<file path="src/rtl/pin_bank_pkg.sv">
package pin_bank_pkg;
    localparam int unsigned OFS_W = 5;
    localparam logic [OFS_W-1:0] OFS_DIR   = 5'h00;
    localparam logic [OFS_W-1:0] OFS_ODRN  = 5'h04;
    localparam logic [OFS_W-1:0] OFS_DATA  = 5'h08;
    localparam logic [OFS_W-1:0] OFS_EVT   = 5'h0C;
    localparam logic [OFS_W-1:0] OFS_MASK  = 5'h10;
    localparam logic [OFS_W-1:0] OFS_SENSE = 5'h14;
    localparam logic [OFS_W-1:0] OFS_INEN  = 5'h18;
endpackage

</file>
<file path="src/rtl/pin_sync.sv">
module pin_sync #(
    parameter int unsigned W      = 32,
    parameter int unsigned STAGES = 2
) (
    input  logic         clk,
    input  logic         rst_n,
    input  logic [W-1:0] d,
    output logic [W-1:0] q
);
    logic [W-1:0] stage_q [STAGES];

    for (genvar s = 0; s < STAGES; s++) begin : g_stage
        always_ff @(posedge clk) begin
            if (!rst_n) begin
                stage_q[s] <= '0;
            end else if (s == 0) begin
                stage_q[s] <= d;
            end else begin
                stage_q[s] <= stage_q[(s == 0) ? 0 : s-1];
            end
        end
    end

    assign q = stage_q[STAGES-1];
endmodule

</file>
<file path="src/rtl/pin_event_cap.sv">
module pin_event_cap #(
    parameter int unsigned W = 32
) (
    input  logic         clk,
    input  logic         rst_n,
    input  logic [W-1:0] smp,
    input  logic [W-1:0] gate,
    input  logic [W-1:0] fall_only,
    input  logic [W-1:0] clr,
    output logic [W-1:0] evt
);
    logic [W-1:0] prev_q;
    logic [W-1:0] evt_q;
    logic [W-1:0] rise;
    logic [W-1:0] fall;
    logic [W-1:0] set_vec;

    always_comb begin
        rise    = smp & ~prev_q;
        fall    = ~smp & prev_q;
        set_vec = (fall | (rise & ~fall_only)) & gate;
    end

    always_ff @(posedge clk) begin
        if (!rst_n) begin
            prev_q <= '0;
            evt_q  <= '0;
        end else begin
            prev_q <= smp;
            evt_q  <= (evt_q & ~clr) | set_vec;
        end
    end

    assign evt = evt_q;

    // a detected edge always leaves its bit set
    a_r9_set_wins: assert property (@(posedge clk) disable iff (!rst_n)
        (set_vec != '0) |=> ((evt_q & $past(set_vec)) == $past(set_vec)));

    // new event bits only where the line was gated in
    a_r7_gated_set: assert property (@(posedge clk) disable iff (!rst_n)
        1'b1 |=> ((evt_q & ~$past(evt_q) & ~$past(gate)) == '0));

    // a clearing write without a competing edge empties the bit
    a_r8_w1c: assert property (@(posedge clk) disable iff (!rst_n)
        1'b1 |=> ((evt_q & $past(clr) & ~$past(set_vec)) == '0));
endmodule

</file>
<file path="src/rtl/pin_bank_ctrl.sv">
module pin_bank_ctrl
    import pin_bank_pkg::*;
#(
    parameter int unsigned NLINES = 32
) (
    input  logic              clk,
    input  logic              rst_n,
    input  logic [OFS_W-1:0]  bus_addr,
    input  logic              bus_we,
    input  logic [NLINES-1:0] bus_wdata,
    output logic [NLINES-1:0] bus_rdata,
    input  logic [NLINES-1:0] pin_in,
    output logic [NLINES-1:0] pin_out,
    output logic [NLINES-1:0] pin_oe,
    output logic              irq
);
    localparam int unsigned MSB = NLINES - 1;

    logic [NLINES-1:0] dir_q, odrn_q, data_q, mask_q, sense_q, inen_q;
    logic [NLINES-1:0] in_bits, in_sync, evt, evt_clr, data_rd;

    // line n <-> register bit MSB-n
    for (genvar n = 0; n < NLINES; n++) begin : g_line
        assign in_bits[MSB-n] = pin_in[n];
        assign pin_out[n]     = data_q[MSB-n];
        assign pin_oe[n]      = dir_q[MSB-n] & ~(odrn_q[MSB-n] & data_q[MSB-n]);
    end

    pin_sync #(.W(NLINES), .STAGES(2)) u_sync (
        .clk   (clk),
        .rst_n (rst_n),
        .d     (in_bits),
        .q     (in_sync)
    );

    assign evt_clr = (bus_we && bus_addr == OFS_EVT) ? bus_wdata : '0;

    pin_event_cap #(.W(NLINES)) u_evt (
        .clk       (clk),
        .rst_n     (rst_n),
        .smp       (in_sync),
        .gate      (~dir_q & inen_q),
        .fall_only (sense_q),
        .clr       (evt_clr),
        .evt       (evt)
    );

    always_ff @(posedge clk) begin
        if (!rst_n) begin
            dir_q   <= '0;
            odrn_q  <= '0;
            data_q  <= '0;
            mask_q  <= '0;
            sense_q <= '0;
            inen_q  <= '0;
        end else if (bus_we) begin
            unique case (bus_addr)
                OFS_DIR:   dir_q   <= bus_wdata;
                OFS_ODRN:  odrn_q  <= bus_wdata;
                OFS_DATA:  data_q  <= bus_wdata;
                OFS_MASK:  mask_q  <= bus_wdata;
                OFS_SENSE: sense_q <= bus_wdata;
                OFS_INEN:  inen_q  <= bus_wdata;
                default: ;
            endcase
        end
    end

    assign data_rd = (dir_q & data_q) | (~dir_q & inen_q & in_sync);

    always_comb begin
        unique case (bus_addr)
            OFS_DIR:   bus_rdata = dir_q;
            OFS_ODRN:  bus_rdata = odrn_q;
            OFS_DATA:  bus_rdata = data_rd;
            OFS_EVT:   bus_rdata = evt;
            OFS_MASK:  bus_rdata = mask_q;
            OFS_SENSE: bus_rdata = sense_q;
            OFS_INEN:  bus_rdata = inen_q;
            default:   bus_rdata = '0;
        endcase
    end

    assign irq = |(evt & mask_q);

    // interrupt needs at least one enabled mask bit
    a_r10_irq_masked: assert property (@(posedge clk) disable iff (!rst_n)
        irq |-> (mask_q != '0));

    // input lines are never driven
    a_r3_no_drive_in: assert property (@(posedge clk) disable iff (!rst_n)
        (pin_oe & ~{<<{dir_q}}) == '0);
endmodule

</file>
<file path="config.mk">
export PLATFORM = sky130hd
export DESIGN_NAME = pin_bank_ctrl
export DESIGN_NICKNAME = d
export VERILOG_FILES = /design/src/rtl/pin_bank_pkg.sv /design/src/rtl/pin_sync.sv /design/src/rtl/pin_event_cap.sv /design/src/rtl/pin_bank_ctrl.sv
export SDC_FILE = /design/constraint.sdc
export NUM_CORES = 1
export LEC_CHECK = 0
export CAP_MARGIN = 20
export CORE_MARGIN = 5
export CORE_UTILIZATION = 50
export DETAILED_ROUTE_END_ITERATION = 12
export GPL_ROUTABILITY_DRIVEN = 1
export PLACE_DENSITY_LB_ADDON = 0.25
export SLEW_MARGIN = 20
export SYNTH_ARGS = -nofsm -noshare
export SYNTH_HDL_FRONTEND = slang
export SYNTH_SLANG_ARGS = --single-unit
export TNS_END_PERCENT = 30
</file>
<file path="constraint.sdc">
create_clock -name clk -period 1.7 [get_ports clk]
set_input_delay 0.255 -clock clk [delete_from_list [all_inputs] [get_ports clk]]
set_output_delay 0.255 -clock clk [all_outputs]
set_load 0.05 [all_outputs]
</file>
* Word level (Yosys, flattened, before mapping)
Memories as Yosys holds them, arrays and structs flattened.
Index checks and enable logic that the tools add are counted.
** Cells by class
- Equal/unequal tests :: 6
- Muxes and demuxes :: 6
- Bitwise logic cells :: 115
- Reductions and logical operators :: 9
** Operators by type and width (count)
- $and A32 B32 Y32 :: 9
- $pmux W32 S7 :: 1
- $not A32 Y32 :: 5
- $mux W32 :: 3
- $or A32 B32 Y32 :: 3
- $and A1 B1 Y1 :: 64
- $not A1 Y1 :: 32
- $reduce_or A32 Y1 :: 1
- $eq A5 B5 Y1 const B :: 3
- $reduce_and A2 Y1 :: 6
- $eq A5 B4 Y1 const B :: 2
- $eq A5 B3 Y1 const B :: 1
- $logic_not A5 Y1 :: 1
- $mux W1 :: 2
- $or A1 B1 Y1 :: 2
- $logic_and A1 B1 Y1 :: 1
** Storage, ports and cells
- Flip-flop bits (word level) :: 256
- Bits in writable memories :: 64
- Output and inout bits :: 97
- Memories kept :: 1
** Memories
- u_sync.stage_q :: words 2, width 32, read ports 2, clocked after Yosys merged registers in 0, wr ports 2, line pin_sync.sv:10 : logic [W-1:0] stage_q [STAGES];

* Longest topological paths before layout
Gate-level depths: netlist (run 1).
- Depth after elaboration :: 6
- Mapped depth :: 7
- Gate-level depth less buffers :: 4

* Cells and area by module
A second synthesis (run 1) with hierarchy kept.
** Unflattened totals
- Cells, all modules :: 1605
- Area, all modules :: 14182.4 µm²
** By module, submodules not included
- pin_bank_ctrl :: times used 1, cells an instance 1208, area an instance 9584.2 µm², seq. area each 3843.7 µm²
- pin_event_cap :: times used 1, cells an instance 263, area an instance 2806.4 µm², seq. area each 1281.2 µm²
- pin_sync :: times used 1, cells an instance 134, area an instance 1791.7 µm², seq. area each 1281.2 µm²

* Worst setup path after synthesis (run 1)
No wires, ideal clock.
- Path kind :: input to output
- From :: input bus_addr[1]
- To :: output bus_rdata[22]
- Arrival :: 2302 ps
- Required time :: 1445 ps
- Setup slack :: -857 ps
- Stages :: 6
- Cell sequence :: or2_1 > buf_2 > nor3b_4 > buf_6 > a32oi_1 > o21ai_0
** Between the ends
- Longest elaborated chain between the ends :: 2
- Elaborated cells on any way between the ends :: 8
- Those cells by class :: 6 x eq/ne; 1 x mux; 1 x reduce/logical
** RTL lines
- start: declaration :: line pin_bank_ctrl.sv:8 : input logic [OFS_W-1:0] bus_addr,
- $eq A5 B5 Y1, or another cell as far along :: line pin_bank_ctrl.sv:72 : unique case (bus_addr)
- $pmux W32 S7 (*) :: line pin_bank_ctrl.sv:72
- end: declaration :: line pin_bank_ctrl.sv:11 : output logic [NLINES-1:0] bus_rdata,
Mark *: on every way between the ends. The rest lies on a longest branch, timed or not.

* Worst setup path in the final report (run 1)
- From :: register u_evt.evt_q[16] (netlist: u_evt.evt[16])
- To :: output irq
** Between the ends
- Longest elaborated chain between the ends :: 2
** RTL lines
- start: declaration :: line pin_event_cap.sv:13 : logic [W-1:0] evt_q;
- start signal: assignment :: line pin_event_cap.sv:30 : evt_q <= (evt_q & ~clr) | set_vec;
- $and A32 B32 Y32 :: line pin_bank_ctrl.sv:84 : assign irq = |(evt & mask_q);
- $reduce_or A32 Y1 :: line pin_bank_ctrl.sv:84
- end: declaration :: line pin_bank_ctrl.sv:15 : output logic irq
Every way passes these cells.

==> results_dict.tcl, run 1 <==
set metrics [dict create \
    outcome "finished with violations" \
    violations "negative setup slack" \
    syn_area_sq_um 13110 \
    synthArstFlopShare_pct 0 \
    ys_types 44 \
    critPathKind "flop to output port" \
    detail-route-antenna-nets 0 \
    clk_pin_slew_ns 0.06 \
    synth_edf_count 0 \
    antenna_found_initial 1 \
    crit_buf_inv 1 \
    power_mw 16.60 \
    insertion_delay_ns 0.51 \
    ctsHoldBuffers 0 \
    p_per_area_nw_per_um2 891.6 \
    crit_family "simple AND/OR/NAND/NOR gates" \
    clock-sinks 320 \
    grt_pass1_wl_microns 65030 \
    ys.flop_type "dfxtp_1" \
    hold_start "rst_n" \
    yosysWarnings 0 \
    htreeDepth 2 \
    drt_wl_total_microns 41900 \
    crit_fanout 3 \
    required_ns 1.44 \
    firstDrtPassIters 6 \
    synth.largest_area_cell "dfxtp_1" \
    highest_layer "met5" \
    crit_path_cell_trace "a22oi_2 -> nand4_1 -> or4_4 -> buf_8" \
    route.met2.wl_microns 19340 \
    rows 59 \
    ys_seq_elements 320 \
    gp_congestion 0.8731 \
    die_area_sq_um 29560 \
    vias_per_cell 5.963 \
    r2r_end "u_evt.evt[4]" \
    cts_tree "yes" \
    fmaxAchievable_mhz 455.5 \
    start_kind "flop" \
    cts_root_buffer "clkbuf_16" \
    rr_worst_depth 2 \
    grt_max_degree 61 \
    finalCriticalPeriod_ns 2.195 \
    slew_viol_final 0 \
    remaining_drc_errors 0 \
    worst_pin_slew_ns 0.4250 \
    worst-r2r-setup-slack_ns 0.62 \
    slew_headroom_pct 71.54 \
    timing_hold_violations_final 0 \
    slowest_delay_ns 0.54 \
    wl_met3_microns 3920 \
    fin_nets 1788 \
    drt-initial-drc-count 1396 \
    die_h_microns 171.9 \
    r2r_start "u_sync.stage_q[1][4]" \
    cts_buffers 35 \
    dpl_worst_slack_ns -0.8149 \
    drive_gt1_share_pct 29.83 \
    synth.area.top_cells "dfxtp_1, nand3_1, o21ai_0" \
    routed-via-count 12370 \
    ios 169 \
    holdPathEnd "data_q[8]" \
    synth_top_area_share_pct 48.86 \
    cp.arrival_ns 1.94 \
    rsz0062_at_grt "true" \
    syn-num-nets 1517 \
    io_buffer_count 168 \
    wl_met1_microns 17440 \
    dp.final_hpwl_microns 28310 \
    n_antenna_cell 0 \
    hold_path.class "primary input to flop" \
    hold_depth 3 \
    crit_slowest_cell "or4_4" \
    nFillCells 1853 \
    synth.avg_cell_area_sq_um 9.074 \
    maxCapViolations 0 \
    clock_skew_ns 0.01320 \
    grt_usage_pct 27.51 \
    setup-violations-final 33 \
    wl_per_cell_microns 20.19 \
    peakVddDrop_v 0.0008096 \
    p_leak_nw 7.399 \
    clockBufferDepth 3 \
    end_kind "output port" \
    timing.final.crit_share_pct 129.1 \
    coreArea_sq_um 25910 \
    yosysSeqAreaShare_pct 48.86 \
    initial_core_util_pct 50.60 \
    grt-ovfl-total 0 \
    die_w_microns 171.9 \
    grt_pass1_vias 12000 \
    whs_ns 0.1431 \
    syn_inst 1445 \
    timing.final.ws_setup_ns -0.4953 \
    area_delta_synth_final_pct 42.03 \
]
==> stage by stage <==
step	setup TNS, ns	instances	area (sq um)	util (%)
floorplan	-12.75	1445	13160	-
global placement	-101.84	1995	16780	64.76
detailed placement	-111.99	1995	16780	64.76
CTS	-9.620	2066	18460	71.23
global route	-11.02	2075	18620	71.87
finish	-9.674	2075	18620	71.87
==> worst max path at each step <==
| stage | from | end | cells after the start |
|---|---|---|---|
| CTS | mask_q[17] | irq | 4 |
| floorplan | bus_addr[2] | bus_rdata[25] | 5 |
| global route | mask_q[23] | irq | 4 |
| finish | u_evt.evt[16] | irq | 4 |
| detailed placement | bus_addr[1] | bus_rdata[25] | 8 |
| global placement | bus_addr[1] | bus_rdata[25] | 8 |
==> power breakdown <==
group	leakage (nW)	total, mW	switching [mW]	internal, mW
sequential	2.62	7.71	0.0861	7.62
combinational	4.20	1.17	0.623	0.551
clock	0.579	7.72	2.95	4.78
==> cell usage in the layout, fill, tap and decap left out, types with 23 or more instances in the layout <==
cell type	n
a21oi_1	37
a32oi_1	23
and2_1	96
buf_12	82
buf_4	163
buf_6	29
clkbuf_16	40
clkdlybuf4s50_1	65
dfxtp_1	284
dfxtp_2	31
mux2_2	48
nand2_1	74
nand2b_1	23
nand3_1	214
nor2_1	34
o211ai_1	25
o21ai_0	197
==> worst reg2reg max path: cells and delay by family, from the launching register on <==
kind | cells | cell delay [ns]
compound gates | 1 | 0.24
mux | 1 | 0.36
flops | 1 | 0.37
==> flip-flops by register name, indices dropped and copies added, names as in the netlist <==
name            count
odrn_q             32
u_evt.prev_q       32
sense_q            32
mask_q             32
u_evt.evt          32
u_sync.stage_q     64
inen_q             32
dir_q              32
data_q             32
==> layout make-up <==
cell class	instances	area (sq um)	area share [%]
clock inverter	6	105.1	0.5644
sequential	320	6464	34.71
inverter	18	67.56	0.3628
clock buffer	55	1074	5.765
multi-input combinational	995	6535	35.09
timing repair buffer	346	3958	21.25
tap	335	419.2	2.251
==> cells by family after synthesis <==
kind of cell / share of synthesized area, %
and+or+nand+nor: 21.05
buffers and inverters: 4.142
DFF: 48.86
AOI/OAI and AO/OA: 18.94
muxes: 7.004
==> repair_timing <==
action	in CTS	in global routing
pin swaps	45	18
resized for setup	137	39
endpoints found under the setup margin	109	43
setup buffers	12	9
==> cells in the mapped netlist (20+ instances only) <==
| cell type | n |
|---|---|
| nor2_1 | 36 |
| clkbuf_1 | 73 |
| and2_1 | 96 |
| mux2i_1 | 22 |
| a21boi_0 | 20 |
| a21oi_1 | 39 |
| nand3_1 | 223 |
| a22oi_1 | 28 |
| dfxtp_1 | 320 |
| nand2_1 | 75 |
| o21ai_0 | 200 |
| mux2_2 | 62 |
| a32oi_1 | 24 |
| nand2b_1 | 23 |
| o211ai_1 | 25 |
==> routing by layer <==
metal,GRT usage [%],vias up
li1,-,5781
met1,37.03,5934
met2,44.42,566
met3,6.036,90
met4,8.681,2
met5,0,-
Note: power is estimated with default switching activity, not from simulation.
==> inputs of run 2 (changes only) <==
Settings changed: CORE_UTILIZATION 50 to 40.
==> results_dict.tcl, run 2 (same netlist as run 1, synthesis figures left out) <==
set metrics [dict create \
    fin_nets 1812 \
    slew_viol_final 0 \
    wl_per_cell_microns 19.61 \
    clockBufferDepth 3 \
    p_per_area_nw_per_um2 894.0 \
    die_h_microns 191.0 \
    cts_buffers 36 \
    n_antenna_cell 0 \
    hold_path.class "primary input to flop" \
    io_buffer_count 168 \
    multi_input_area_sq_um 6560 \
    rows 66 \
    cp.arrival_ns 1.94 \
    crit_slowest_cell "or4_4" \
    rsz0062_at_grt "true" \
    maxCapViolations 0 \
    start_kind "flop" \
    die_area_sq_um 36500 \
    gp_congestion 0.8661 \
    htreeDepth 2 \
    largest-register "u_sync.stage_q" \
    clock-sinks 320 \
    routed-via-count 12020 \
    crit_fanout 2 \
    largest_reg_flops 64 \
    fmaxAchievable_mhz 455.5 \
    drt-initial-drc-count 928 \
    initial_core_util_pct 40.40 \
    outcome "finished with violations" \
    layout_common_cells "dfxtp_1, nand3_1, o21ai_0" \
    vias_per_cell 5.442 \
    cts_root_buffer "clkbuf_16" \
    area_delta_synth_final_pct 45.50 \
    p_leak_nw 7.581 \
    final-seq-area_sq_um 6467 \
    cts_tree "yes" \
    timing.final.ws_setup_ns -0.4955 \
    slew_headroom_pct 67.63 \
    timing_hold_violations_final 0 \
    setup-violations-final 33 \
    finalCriticalPeriod_ns 2.196 \
    dpl_worst_slack_ns -0.7215 \
    end_kind "output port" \
    final_area_sq_um 19080 \
    coreArea_sq_um 32450 \
    grt_pass1_vias 11960 \
    place_inst 2123 \
    crit_buf_inv 1 \
    violations "negative setup slack" \
    antenna_found_initial 1 \
    crit_family "simple AND/OR/NAND/NOR gates" \
    detail-route-antenna-nets 0 \
    die_w_microns 191.0 \
    timing.final.crit_share_pct 129.1 \
    required_ns 1.44 \
    final_common_cell "dfxtp_1" \
    grt_usage_pct 23.21 \
    drive_gt1_share_pct 32.05 \
    final-instance-count-excl-fill 2208 \
    slowest_delay_ns 0.59 \
    nFillCells 2757 \
    worst_pin_slew_ns 0.4834 \
    dp.final_hpwl_microns 30480 \
    grt-ovfl-total 0 \
    grt_pass1_wl_microns 67270 \
    grt_max_degree 44 \
    drt_wl_total_microns 43310 \
    final.setup.tns_ns -10.12 \
    clk_pin_slew_ns 0.06 \
    firstDrtPassIters 5 \
    insertion_delay_ns 0.52 \
    crit_path_cell_trace "a22oi_2 -> nand4_1 -> or4_4 -> buf_8" \
    peakVddDrop_v 0.0006469 \
    ios 169 \
    clock_skew_ns 0.01488 \
    remaining_drc_errors 0 \
    critPathKind "flop to output port" \
    dpl_cell_area_sq_um 17030 \
]
==> run 2: cell types whose count changed in the layout (fill, tap and decap cells not counted), sizes merged <==
cell | before | now
inv | 18 | 21
clkinv | 3 | 5
buf | 278 | 297
clkinvlp | 0 | 1
bufinv | 3 | 4
bufbuf | 0 | 2
clkbuf | 58 | 56
==> run 2: final timing paths <==
path                                             from              endpoint  slack (ns)  depth (start not counted)
worst min register to register   u_sync.stage_q[0][5]  u_sync.stage_q[1][5]        0.43                          1
worst max-delay path                    u_evt.evt[28]                   irq       -0.50                          4
worst min-delay path                            rst_n  u_sync.stage_q[0][8]        0.16                          2
worst max register to register  u_sync.stage_q[1][20]         u_evt.evt[20]        0.60                          2
==> run 2: timing repair <==
action                     in CTS  in global routing
setup endpoints to repair      51                 49
buffers inserted               18                  2
pin swaps                      44                 14
gates cloned                    2                  0
gates resized for setup       146                 46
hold buffers                    0                  0
==> run 2: layout make-up <==
type	instances	area share, %
multi-input cells	995	34.39
flip-flops and latches	320	33.90
repair buffers	369	21.87
clock buffers	51	5.654
well taps	442	2.899
clock inverters	13	0.9379
inverters	18	0.3542
==> run 2: through the flow <==
stage	hold WS, ns	utilization, %	total power, mW
5_1_grt	0.1644	58.78	17.58
4_1_cts	0.1524	58.45	17.19
3_3_place_gp	0.4164	52.49	8.978
6_report	0.1640	58.78	17.05
2_1_floorplan	0.3823	-	8.383
3_5_place_dp	0.4193	52.49	8.987
==> run 2: per-layer routing <==
layer  routed length (microns)  track usage [%]
met2                     19320            36.87
met3                      3006            4.876
met1                     19580            31.53
met5                        13                0
met4                      1382            7.928
==> run 2: power by group <==
part	leakage (nW)	switching [mW]	internal, mW	total, mW
Combinational	4.34	0.631	0.574	1.20
Sequential	2.62	0.0832	7.62	7.70
Clock	0.622	3.11	5.04	8.15
Total	7.58	3.82	13.2	17.1
==> inputs of run 3 (changes only) <==
Settings changed: CAP_MARGIN 20 to default, CORE_MARGIN 5 to default, CTS_CLUSTER_SIZE from default to 24.
==> results_dict.tcl, run 3 (same netlist as run 1, synthesis figures left out) <==
set metrics [dict create \
    grt-ovfl-total 0 \
    clockBufferDepth 3 \
    final-instance-count-excl-fill 2182 \
    start_kind "flop" \
    clk_pin_slew_ns 0.06 \
    drt-initial-drc-count 1133 \
    rsz0062_at_grt "true" \
    outcome "finished with violations" \
    hold_start "rst_n" \
    clock-sinks 320 \
    ios 169 \
    final.setup.tns_ns -9.651 \
    ctsHoldBuffers 0 \
    hold_depth 3 \
    crit_fanout 2 \
    rr_worst_depth 4 \
    power_mw 16.66 \
    drive_gt1_share_pct 30.41 \
    timing_hold_violations_final 0 \
    cts_tree "yes" \
    peakVddDrop_v 0.0005911 \
    place_inst 2104 \
    io_buffer_count 168 \
    die_area_sq_um 33510 \
    drt_wl_total_microns 42510 \
    remaining_drc_errors 0 \
    dp.final_hpwl_microns 28930 \
    dpl_worst_slack_ns -0.8342 \
    rows 65 \
    die_w_microns 183.0 \
    nFillCells 2772 \
    multi_input_area_sq_um 6544 \
    r2r_start "sense_q[27]" \
    grt_usage_pct 25.02 \
    end_kind "output port" \
    slew_headroom_pct 70.67 \
    vias_per_cell 5.511 \
    final_common_cell "dfxtp_1" \
    largest_reg_flops 64 \
    largest-register "u_sync.stage_q" \
    gp_congestion 0.8955 \
    routed-via-count 12030 \
    antenna_found_initial 1 \
    insertion_delay_ns 0.51 \
    firstDrtPassIters 8 \
    setup-violations-final 33 \
    cp.arrival_ns 1.99 \
    r2r_end "u_evt.evt[27]" \
    fin_nets 1794 \
    holdPathEnd "mask_q[8]" \
    p_per_area_nw_per_um2 884.4 \
    coreArea_sq_um 31880 \
    grt_pass1_vias 11450 \
    final-seq-area_sq_um 6452 \
    worst_pin_slew_ns 0.4381 \
    htreeDepth 2 \
    cts_root_buffer "clkbuf_16" \
    maxCapViolations 0 \
    area_delta_synth_final_pct 43.68 \
    initial_core_util_pct 41.13 \
    grt_max_degree 53 \
    p_leak_nw 7.466 \
    cts_buffers 35 \
    worst-r2r-setup-slack_ns 0.59 \
    hold_path.class "primary input to flop" \
    violations "negative setup slack" \
    whs_ns 0.1721 \
    die_h_microns 183.0 \
    clock_skew_ns 0.01089 \
    finalCriticalPeriod_ns 2.248 \
    fmaxAchievable_mhz 444.8 \
    wl_per_cell_microns 19.48 \
    detail-route-antenna-nets 0 \
    slew_viol_final 0 \
    layout_common_cells "dfxtp_1, nand3_1, o21ai_0" \
    critPathKind "flop to output port" \
    timing.final.crit_share_pct 132.3 \
    required_ns 1.44 \
    grt_pass1_wl_microns 65180 \
    timing.final.ws_setup_ns -0.5483 \
]
[run 3: cell count changes in the layout (fill, tap and decap cells not counted), sizes merged]
cell	previous run	this run
diode	0	1
bufbuf	2	1
inv	21	18
clkinv	5	8
buf	297	281
clkinvlp	1	0
clkbuf	56	55
bufinv	4	3
[run 3: how the worst max path moves through the flow]
stage	from	end	cells after the start
after floorplan	bus_addr[2]	bus_rdata[25]	5
after global placement	bus_addr[1]	bus_rdata[4]	8
after detailed placement	bus_addr[1]	bus_rdata[25]	8
after CTS	mask_q[30]	irq	5
after global routing	u_evt.evt[28]	irq	4
final	mask_q[30]	irq	5
[run 3: metal layers]
layer,share of wire [%],global-route usage [%],vias up
li1,-,-,5795
met1,46,34.66,5710
met2,45,39.33,430
met3,6.5,3.654,91
met4,3.1,9.433,0
met5,0,0,-
[run 3: per-stage QoR]
step | cell area, sq um | util, %
3_3_place_gp | 17010 | 53.36
5_1_grt | 18840 | 59.09
4_1_cts | 18660 | 58.52
2_1_floorplan | 13160 | -
3_5_place_dp | 17010 | 53.36
6_report | 18840 | 59.09
[run 3: worst max-delay path: stages, from the launching register on]
cell	delay (ns)
dfxtp_2	0.32
a22oi_2	0.24
buf_4	0.15
nand4_1	0.07
or4_4	0.53
buf_8	0.17
[run 3: power breakdown]
part	switching (mW)	internal, mW
Combinational	0.625	0.560
Clock	3.04	4.72
Sequential	0.0839	7.62
[run 3: cell type report]
type / count / area share [%]
Multi-Input combinational cell: 995 / 34.74
Inverter: 18 / 0.3587
Timing Repair Buffer: 352 / 21.51
Antenna cell: 1 / 0.01328
Clock buffer: 50 / 5.546
Clock inverter: 11 / 0.6908
Sequential cell: 320 / 34.25
Tap cell: 435 / 2.889
[run 3: repair_timing]
| item | in CTS | in global routing |
|---|---|---|
| endpoints found under the setup margin | 102 | 47 |
| gates resized for setup | 140 | 45 |
| pin swaps | 47 | 18 |
| gates cloned | 1 | 1 |
| buffers inserted | 10 | 6 |
